==> config.mk <==
export PLATFORM = sky130hd
export DESIGN_NAME = sdram_rd_seq
export DESIGN_NICKNAME = d
export VERILOG_FILES = /design/src/rtl/sdram_rd_pkg.sv /design/src/rtl/sdram_act_gov.sv /design/src/rtl/sdram_rd_ret.sv /design/src/rtl/sdram_rd_seq.sv
export SDC_FILE = /design/constraint.sdc
export NUM_CORES = 1
export LEC_CHECK = 0
export BUFFER_PORTS_ARGS = -buffer_cell sky130_fd_sc_hd__buf_2
export CAP_MARGIN = 5
export CORE_ASPECT_RATIO = 1.75
export CORE_MARGIN = 2
export CORE_UTILIZATION = 40
export DETAILED_ROUTE_END_ITERATION = 8
export PLACE_DENSITY = 0.62
export SKIP_LAST_GASP = 1
export SLEW_MARGIN = 20
export SYNTH_ARGS = -nofsm -noshare
export SYNTH_HDL_FRONTEND = slang
export SYNTH_SLANG_ARGS = --single-unit
==> constraint.sdc <==
create_clock -name clk_i -period 2.37 [get_ports clk_i]
set_clock_uncertainty 0.2 [all_clocks]
set_input_delay 0.3555 -clock clk_i [delete_from_list [all_inputs] [get_ports clk_i]]
set_output_delay 0.3555 -clock clk_i [all_outputs]
set_load 0.03 [all_outputs]
==> src/rtl/sdram_rd_pkg.sv <==
package sdram_rd_pkg;
  typedef enum logic [1:0] {
    CMD_NOP = 2'd0,
    CMD_ACT = 2'd1,
    CMD_RDA = 2'd2
  } cmd_e;
endpackage

==> src/rtl/sdram_act_gov.sv <==
module sdram_act_gov #(
  parameter int NB      = 4,
  parameter int T_RRD   = 2,
  parameter int T_RC    = 9,
  parameter int T_RP    = 3,
  parameter int BL      = 4,
  parameter int CNT_MAX = 40,
  localparam int BW  = $clog2(NB),
  localparam int CW  = $clog2(CNT_MAX + 1),
  localparam int BCW = $clog2(BL + T_RP + 1)
) (
  input  logic          clk_i,
  input  logic          rst_ni,
  input  logic          act_i,
  input  logic          rd_i,
  input  logic [BW-1:0] bank_i,
  input  logic [BW-1:0] rd_bank_i,
  output logic          act_ok_o
);
  logic [CW-1:0] since1_q, since2_q;
  logic [NB-1:0] bank_free;

  function automatic logic [CW-1:0] sat_inc(input logic [CW-1:0] x);
    return (x == CW'(CNT_MAX)) ? x : x + 1'b1;
  endfunction

  // ages of the last two activates
  always_ff @(posedge clk_i or negedge rst_ni) begin
    if (!rst_ni) begin
      since1_q <= CW'(CNT_MAX);
      since2_q <= CW'(CNT_MAX);
    end else if (act_i) begin
      since2_q <= sat_inc(since1_q);
      since1_q <= CW'(1);
    end else begin
      since1_q <= sat_inc(since1_q);
      since2_q <= sat_inc(since2_q);
    end
  end

  for (genvar b = 0; b < NB; b++) begin : g_bank
    logic [BCW-1:0] busy_q;
    always_ff @(posedge clk_i or negedge rst_ni) begin
      if (!rst_ni)                            busy_q <= '0;
      else if (rd_i && rd_bank_i == BW'(b))   busy_q <= BCW'(BL + T_RP - 1);
      else if (busy_q != '0)                  busy_q <= busy_q - 1'b1;
    end
    assign bank_free[b] = (busy_q == '0);
  end

  assign act_ok_o = (since1_q >= CW'(T_RRD)) && (since2_q >= CW'(T_RC)) && bank_free[bank_i];

  assert_rrd_R3: assert property (@(posedge clk_i) disable iff (!rst_ni)
    act_i |=> !act_i);
  assert_bank_reuse_R5: assert property (@(posedge clk_i) disable iff (!rst_ni)
    rd_i |=> !(act_i && bank_i == $past(rd_bank_i)));
endmodule

==> src/rtl/sdram_rd_ret.sv <==
module sdram_rd_ret #(
  parameter int CL   = 3,
  parameter int BL   = 4,
  parameter int ID_W = 4,
  parameter int DQ_W = 16,
  localparam int RW  = $clog2(BL)
) (
  input  logic            clk_i,
  input  logic            rst_ni,
  input  logic            issue_i,
  input  logic [ID_W-1:0] id_i,
  input  logic [DQ_W-1:0] dq_i,
  output logic            valid_o,
  output logic [DQ_W-1:0] data_o,
  output logic [ID_W-1:0] id_o
);
  logic [CL-1:0]   sr_v;
  logic [ID_W-1:0] sr_id [CL];
  logic [RW-1:0]   rem_q;
  logic            tap_v;

  // latency line: stage CL-1 marks the cycle of the first word on dq_i
  always_ff @(posedge clk_i or negedge rst_ni) begin
    if (!rst_ni) begin
      sr_v <= '0;
      for (int k = 0; k < CL; k++) sr_id[k] <= '0;
    end else begin
      sr_v <= {sr_v[CL-2:0], issue_i};
      sr_id[0] <= id_i;
      for (int k = 1; k < CL; k++) sr_id[k] <= sr_id[k-1];
    end
  end

  assign tap_v = sr_v[CL-1];

  always_ff @(posedge clk_i or negedge rst_ni) begin
    if (!rst_ni) begin
      valid_o <= 1'b0;
      data_o  <= '0;
      id_o    <= '0;
      rem_q   <= '0;
    end else begin
      valid_o <= tap_v || (rem_q != '0);
      data_o  <= dq_i;
      if (tap_v) begin
        rem_q <= RW'(BL - 1);
        id_o  <= sr_id[CL-1];
      end else if (rem_q != '0) begin
        rem_q <= rem_q - 1'b1;
      end
    end
  end

  assert_burst_start_R7: assert property (@(posedge clk_i) disable iff (!rst_ni)
    tap_v |=> valid_o);
endmodule

==> src/rtl/sdram_rd_seq.sv <==
module sdram_rd_seq
  import sdram_rd_pkg::*;
#(
  parameter int NB     = 4,
  parameter int ROW_W  = 12,
  parameter int COL_W  = 8,
  parameter int ID_W   = 4,
  parameter int DQ_W   = 16,
  parameter int T_RCD  = 3,
  parameter int T_RAS  = 6,
  parameter int T_RP   = 3,
  parameter int T_RRD  = 2,
  parameter int T_RC   = 9,
  parameter int CL     = 3,
  parameter int BL     = 4,
  parameter int AP_BIT = 10,
  localparam int BW    = $clog2(NB)
) (
  input  logic             clk_i,
  input  logic             rst_ni,
  input  logic             req_valid_i,
  output logic             req_ready_o,
  input  logic [BW-1:0]    req_bank_i,
  input  logic [ROW_W-1:0] req_row_i,
  input  logic [COL_W-1:0] req_col_i,
  input  logic [ID_W-1:0]  req_id_i,
  output logic [1:0]       cmd_o,
  output logic [BW-1:0]    ba_o,
  output logic [ROW_W-1:0] addr_o,
  input  logic [DQ_W-1:0]  dq_i,
  output logic             rd_valid_o,
  output logic [DQ_W-1:0]  rd_data_o,
  output logic [ID_W-1:0]  rd_id_o
);
  localparam int RD_MIN  = (T_RAS - BL > T_RCD) ? T_RAS - BL : T_RCD;
  localparam int CNT_MAX = T_RC + T_RAS + T_RCD + T_RRD + T_RP + BL;
  localparam int CW      = $clog2(CNT_MAX + 1);

  logic             pend_v;
  logic [BW-1:0]    pend_bank;
  logic [COL_W-1:0] pend_col;
  logic [ID_W-1:0]  pend_id;
  logic [CW-1:0]    pend_age, bus_age;
  logic             act_ok, act_go, rd_go;
  cmd_e             cmd;

  assign rd_go       = pend_v && (pend_age >= CW'(RD_MIN)) && (bus_age >= CW'(BL));
  assign req_ready_o = act_ok && !pend_v;
  assign act_go      = req_valid_i && req_ready_o;

  sdram_act_gov #(
    .NB(NB), .T_RRD(T_RRD), .T_RC(T_RC), .T_RP(T_RP), .BL(BL), .CNT_MAX(CNT_MAX)
  ) u_gov (
    .clk_i, .rst_ni,
    .act_i(act_go), .rd_i(rd_go),
    .bank_i(req_bank_i), .rd_bank_i(pend_bank),
    .act_ok_o(act_ok)
  );

  // single slot: activated request waiting for its read
  always_ff @(posedge clk_i or negedge rst_ni) begin
    if (!rst_ni) begin
      pend_v    <= 1'b0;
      pend_bank <= '0;
      pend_col  <= '0;
      pend_id   <= '0;
      pend_age  <= CW'(CNT_MAX);
      bus_age   <= CW'(CNT_MAX);
    end else begin
      if (act_go) begin
        pend_v    <= 1'b1;
        pend_bank <= req_bank_i;
        pend_col  <= req_col_i;
        pend_id   <= req_id_i;
        pend_age  <= CW'(1);
      end else begin
        if (rd_go) pend_v <= 1'b0;
        if (pend_age != CW'(CNT_MAX)) pend_age <= pend_age + 1'b1;
      end
      if (rd_go)                         bus_age <= CW'(1);
      else if (bus_age != CW'(CNT_MAX))  bus_age <= bus_age + 1'b1;
    end
  end

  always_comb begin
    cmd    = CMD_NOP;
    ba_o   = '0;
    addr_o = '0;
    if (rd_go) begin
      cmd                 = CMD_RDA;
      ba_o                = pend_bank;
      addr_o[COL_W-1:0]   = pend_col;
      addr_o[AP_BIT]      = 1'b1;
    end else if (act_go) begin
      cmd    = CMD_ACT;
      ba_o   = req_bank_i;
      addr_o = req_row_i;
    end
  end
  assign cmd_o = cmd;

  sdram_rd_ret #(.CL(CL), .BL(BL), .ID_W(ID_W), .DQ_W(DQ_W)) u_ret (
    .clk_i, .rst_ni,
    .issue_i(rd_go), .id_i(pend_id), .dq_i,
    .valid_o(rd_valid_o), .data_o(rd_data_o), .id_o(rd_id_o)
  );

  assert_trcd_R2: assert property (@(posedge clk_i) disable iff (!rst_ni)
    act_go |=> !rd_go);
  assert_bus_gap_R6: assert property (@(posedge clk_i) disable iff (!rst_ni)
    rd_go |=> !rd_go);
  assert_slot_fill_R8: assert property (@(posedge clk_i) disable iff (!rst_ni)
    act_go |=> pend_v);
  assert_nop_idle_R9: assert property (@(posedge clk_i) disable iff (!rst_ni)
    (!pend_v && !req_valid_i) |-> cmd_o == 2'd0);
endmodule

==> results by group <==
Placed design
  – DP Wirelength: 4.80 mm
  – Placer congestion estimate: 0.759
  – Post-Place Worst Slack: -0.209 ns
  – PortBufs: 82

Worst setup path
  – Critical Path AT: between 2 and 2.5 ns
  – CP max FO: 10
  – Critical path's largest stage delay: 0.49 ns
  – RR Startpoint: u_gov.g_bank[0].busy_q[1]$_DFFE_PN0P_
  – Worst path slowest cell: mux4_2
  – R2R cell count: 10
  – CP Capture Type: primary output
  – CP Cell Sequence: inv_2, ha_4, nand2b_4, mux4_2, nor3_4, buf_4, buf_16, a22o_4, buf_6
  – Worst path depth: 9
  – Worst Path Class, Setup: reg2out
  – Startpoint types: flip-flop
  – Reg2reg end: pend_id[2]$_DFFE_PN0P_
  – Family with the most delay on the worst path: buffers and inverters
  – R2R Setup Slk: -0.12 ns
  – Crit path buf inv count: 4
  – CP required: 1.81 ns

Synth
  – Multiplexer area fraction after synthesis: just under 9%
  – Synth Warn #: 0
  – Post-synth cell types: 36
  – Avg Inst Size Synth: 12.8 sq um
  – Post-Synth XOR/XNOR Area: 4.71%
  – Synth Area in Compound Gates: 6.73%
  – Post-synth EDFFs: 0
  – Main combinational cell family by area after synthesis: simple AND/OR/NAND/NOR gates
  – Synth Instances: 277
  – Synth Cell Area: ~3500 sq um
  – Synth Register Bits: 85
  – Ys async rst share: 100%
  – Seq/Total Area, Yosys: 60.8%
  – Synth Area in Simple Gates: 9.81%
  – Syn nets: approximately 340
  – Post-Synth Adder-Cell Area: 5.67%
  – Ys flop type: dfrtp_1

Route
  – Vias: 2534
  – DRT iter0 DRCs: 70
  – Vias/cell: 4.62
  – # DRC: 0
  – WL per Instance: 13.4 microns
  – Final WL: 7.35 mm
  – TritonRoute pass-1 iters: 4
  – Antenna-violating nets left: 0

GRT
  – Global-route wire length before repair: between 10 and 15 mm
  – Largest net degree at the start of global routing: 47
  – Vias in the first global route: approximately 2600
  – Initial antenna violation count: 0
  – GRT Overall Usage: 16.4%
  – Gr ovfl total: 0

Run
  – Max capacitance violation total: 0

Worst hold path
  – Hold Crit Depth: 2
  – HP Class: in2reg
  – Hold EP: pend_col[4]$_DFFE_PN0P_
  – Worst Hold Launch: req_col_i[4]

Timing
  – Tcrit/Tclk final: 119%
  – Final WS setup: -0.446 ns
  – Setup Viol. Count Final: 41
  – RSZ-0062 raised after global routing: true
  – Fmax: 0.355 GHz
  – Tmin final: 2.82 ns
  – Relative slew margins: 61.0%
  – Final Hold Fails: 0
  – Final Max Slew Viols: 0
  – Worst Max-Slew Pin Slew: between 0.5 and 0.6 ns

Power and ir drop
  – PwrDens: roughly 1300 nW/um^2
  – PnR Total Power: 6.94 mW
  – Pleak: between 2 and 3 nW
  – Worst VDD drop: ~740 uV

CTS
  – Htree depth: 3
  – Clk root buf: clkbuf_16
  – CTS Sinks: 85
  – Worst-Skew Late Latency: 0.34 ns
  – Deepest clock path buffer count: 2
  – CTS tree: built
  – CTS Buf Count: 9
  – Clk slew on worst S/H paths: 0.07 ns

Layout
  – Layout cell share with drive strength beyond 1: 47.9%
  – Nets: 488
  – Diode count: 0
  – Synthesis-to-layout area growth: 50.0%

Outcome
  – Failing checks: setup timing
  – Status: complete, but fails checks

Floorplan
  – Die Width: 75.0 microns
  – Die Y: 128 microns
  – Core area: 8610 sq um
  – Initial core utilization: 41.0%
  – Die area: ~9600 sq um
  – Ports: 83
  – Core Rows: 45
[flip-flops by register name, summed over array words and instances, names as in the netlist, 2 cells and up]
register	flops
u_ret.rem_q	2
u_gov.g_bank.busy_q	12
u_ret.data_o	16
bus_age	5
pend_bank	2
pend_age	5
u_gov.since1_q	5
u_ret.id_o	4
u_ret.sr_v	3
u_ret.sr_id	12
u_gov.since2_q	5
pend_id	4
pend_col	8
[worst max path at each step]
stage,from,end,slack [ns]
finish,u_gov.g_bank[0].busy_q[1]$_DFFE_PN0P_,addr_o[5],-0.45
CTS,u_gov.since2_q[1]$_DFFE_PN1P_,ba_o[0],-0.46
global placement,u_gov.g_bank[3].busy_q[1]$_DFFE_PN0P_,cmd_o[0],-0.16
detailed placement,u_gov.since2_q[1]$_DFFE_PN1P_,addr_o[2],-0.21
global route,u_gov.g_bank[1].busy_q[1]$_DFFE_PN0P_,addr_o[5],-0.53
floorplan,u_gov.g_bank[0].busy_q[0]$_DFFE_PN0P_,addr_o[11],-0.11
[stage by stage]
step                      std cells  util, %  setup TNS (ns)  cell area, sq um  hold slack, ns
after global routing            549     61.5          -12.14              5300          0.0255
final                           549     61.5           -8.72              5300          0.0299
after CTS                       544     61.0           -7.90              5250          0.0205
after global placement          502     52.1           -2.10              4490           0.132
after detailed placement        502     52.1           -3.54              4490           0.135
after floorplan                 277        -           -1.27              3720          -0.140
[layout by cell type, fill, tap and decap left out, drive strengths merged, types with 4 or more instances in the layout]
master / instances
clkbuf: 11
nand4b: 4
buf: 128
dlygate4sd3: 17
mux2: 18
a22o: 10
o21ai: 7
xor2: 10
inv: 21
nand2: 15
a21oi: 5
ha: 16
dfstp: 16
mux2i: 9
nor2: 23
nand3: 8
nand2b: 8
xnor2: 9
dfrtp: 69
and2: 4
[repair_timing]
action / 4_1_cts / 5_1_grt
pin swaps: 3 / 5
endpoints found under the setup margin: 27 / 37
hold endpoints to repair: 43 / 0
setup buffers: 7 / 6
hold buffers: 17 / 0
resized for setup: 47 / 11
gates cloned: 2 / 2
[cells by family after synthesis]
family,after synthesis
AOI/OAI and AO/OA,33
xor gates and xnor gates,19
adders and majority gates,16
buffers and inverters,27
DFF,85
muxes,28
and+or+nand+nor,69
[synthesized netlist by cell type (2+ instances only)]
cell type  number  area (sq um)
buf_4           2          15.0
dfrtp_1        69          1730
o21ai_0         7          35.0
and2_1          4          25.0
xnor2_1         9          78.8
ha_1           16           200
nand2b_1        8          50.1
a21oi_1         5          25.0
nand2_1        15          56.3
mux2_1          9           101
nor2b_1         2          12.5
nand3_1         8          40.0
a21o_1          2          15.0
buf_2           2          10.0
inv_1          19          71.3
nor2_1         23          86.3
xor2_1         10          87.6
a211o_1         3          26.3
a22o_1         10          87.6
nand4b_1        4          35.0
a211oi_1        2          15.0
dfstp_2        16           420
clkbuf_1        3          11.3
mux2_2          9           101
mux2i_1         9          90.1
[cell type report]
cell class / count / area (sq um)
inverters: 19 / 71.3
well taps: 117 / 146
clock buffers: 10 / 229
clock inverters: 6 / 68.8
repair buffers: 147 / 1160
multi-input cells: 165 / 1480
flip-flops and latches: 85 / 2150
fillers: 714 / 3320
[report_power, final]
group / internal [mW] / switching [mW] / total (mW)
logic: 1.60 / 1.39 / 2.99
clock network: 0.824 / 0.574 / 1.40
registers: 2.16 / 0.392 / 2.55
[per-layer routing]
metal  vias to the layer above  part of all wire, %  routed length, microns  global-route usage (%)
met3                         7                  3.1                     231                    4.17
met1                      1250                   35                    2580                    16.2
met4                         0                  1.6                     117                    7.14
li1                       1235                    -                       -                       -
met5                         -                    0                       0                       0
met2                        42                   60                    4430                    30.6
(Power assumes the default switching activity.)
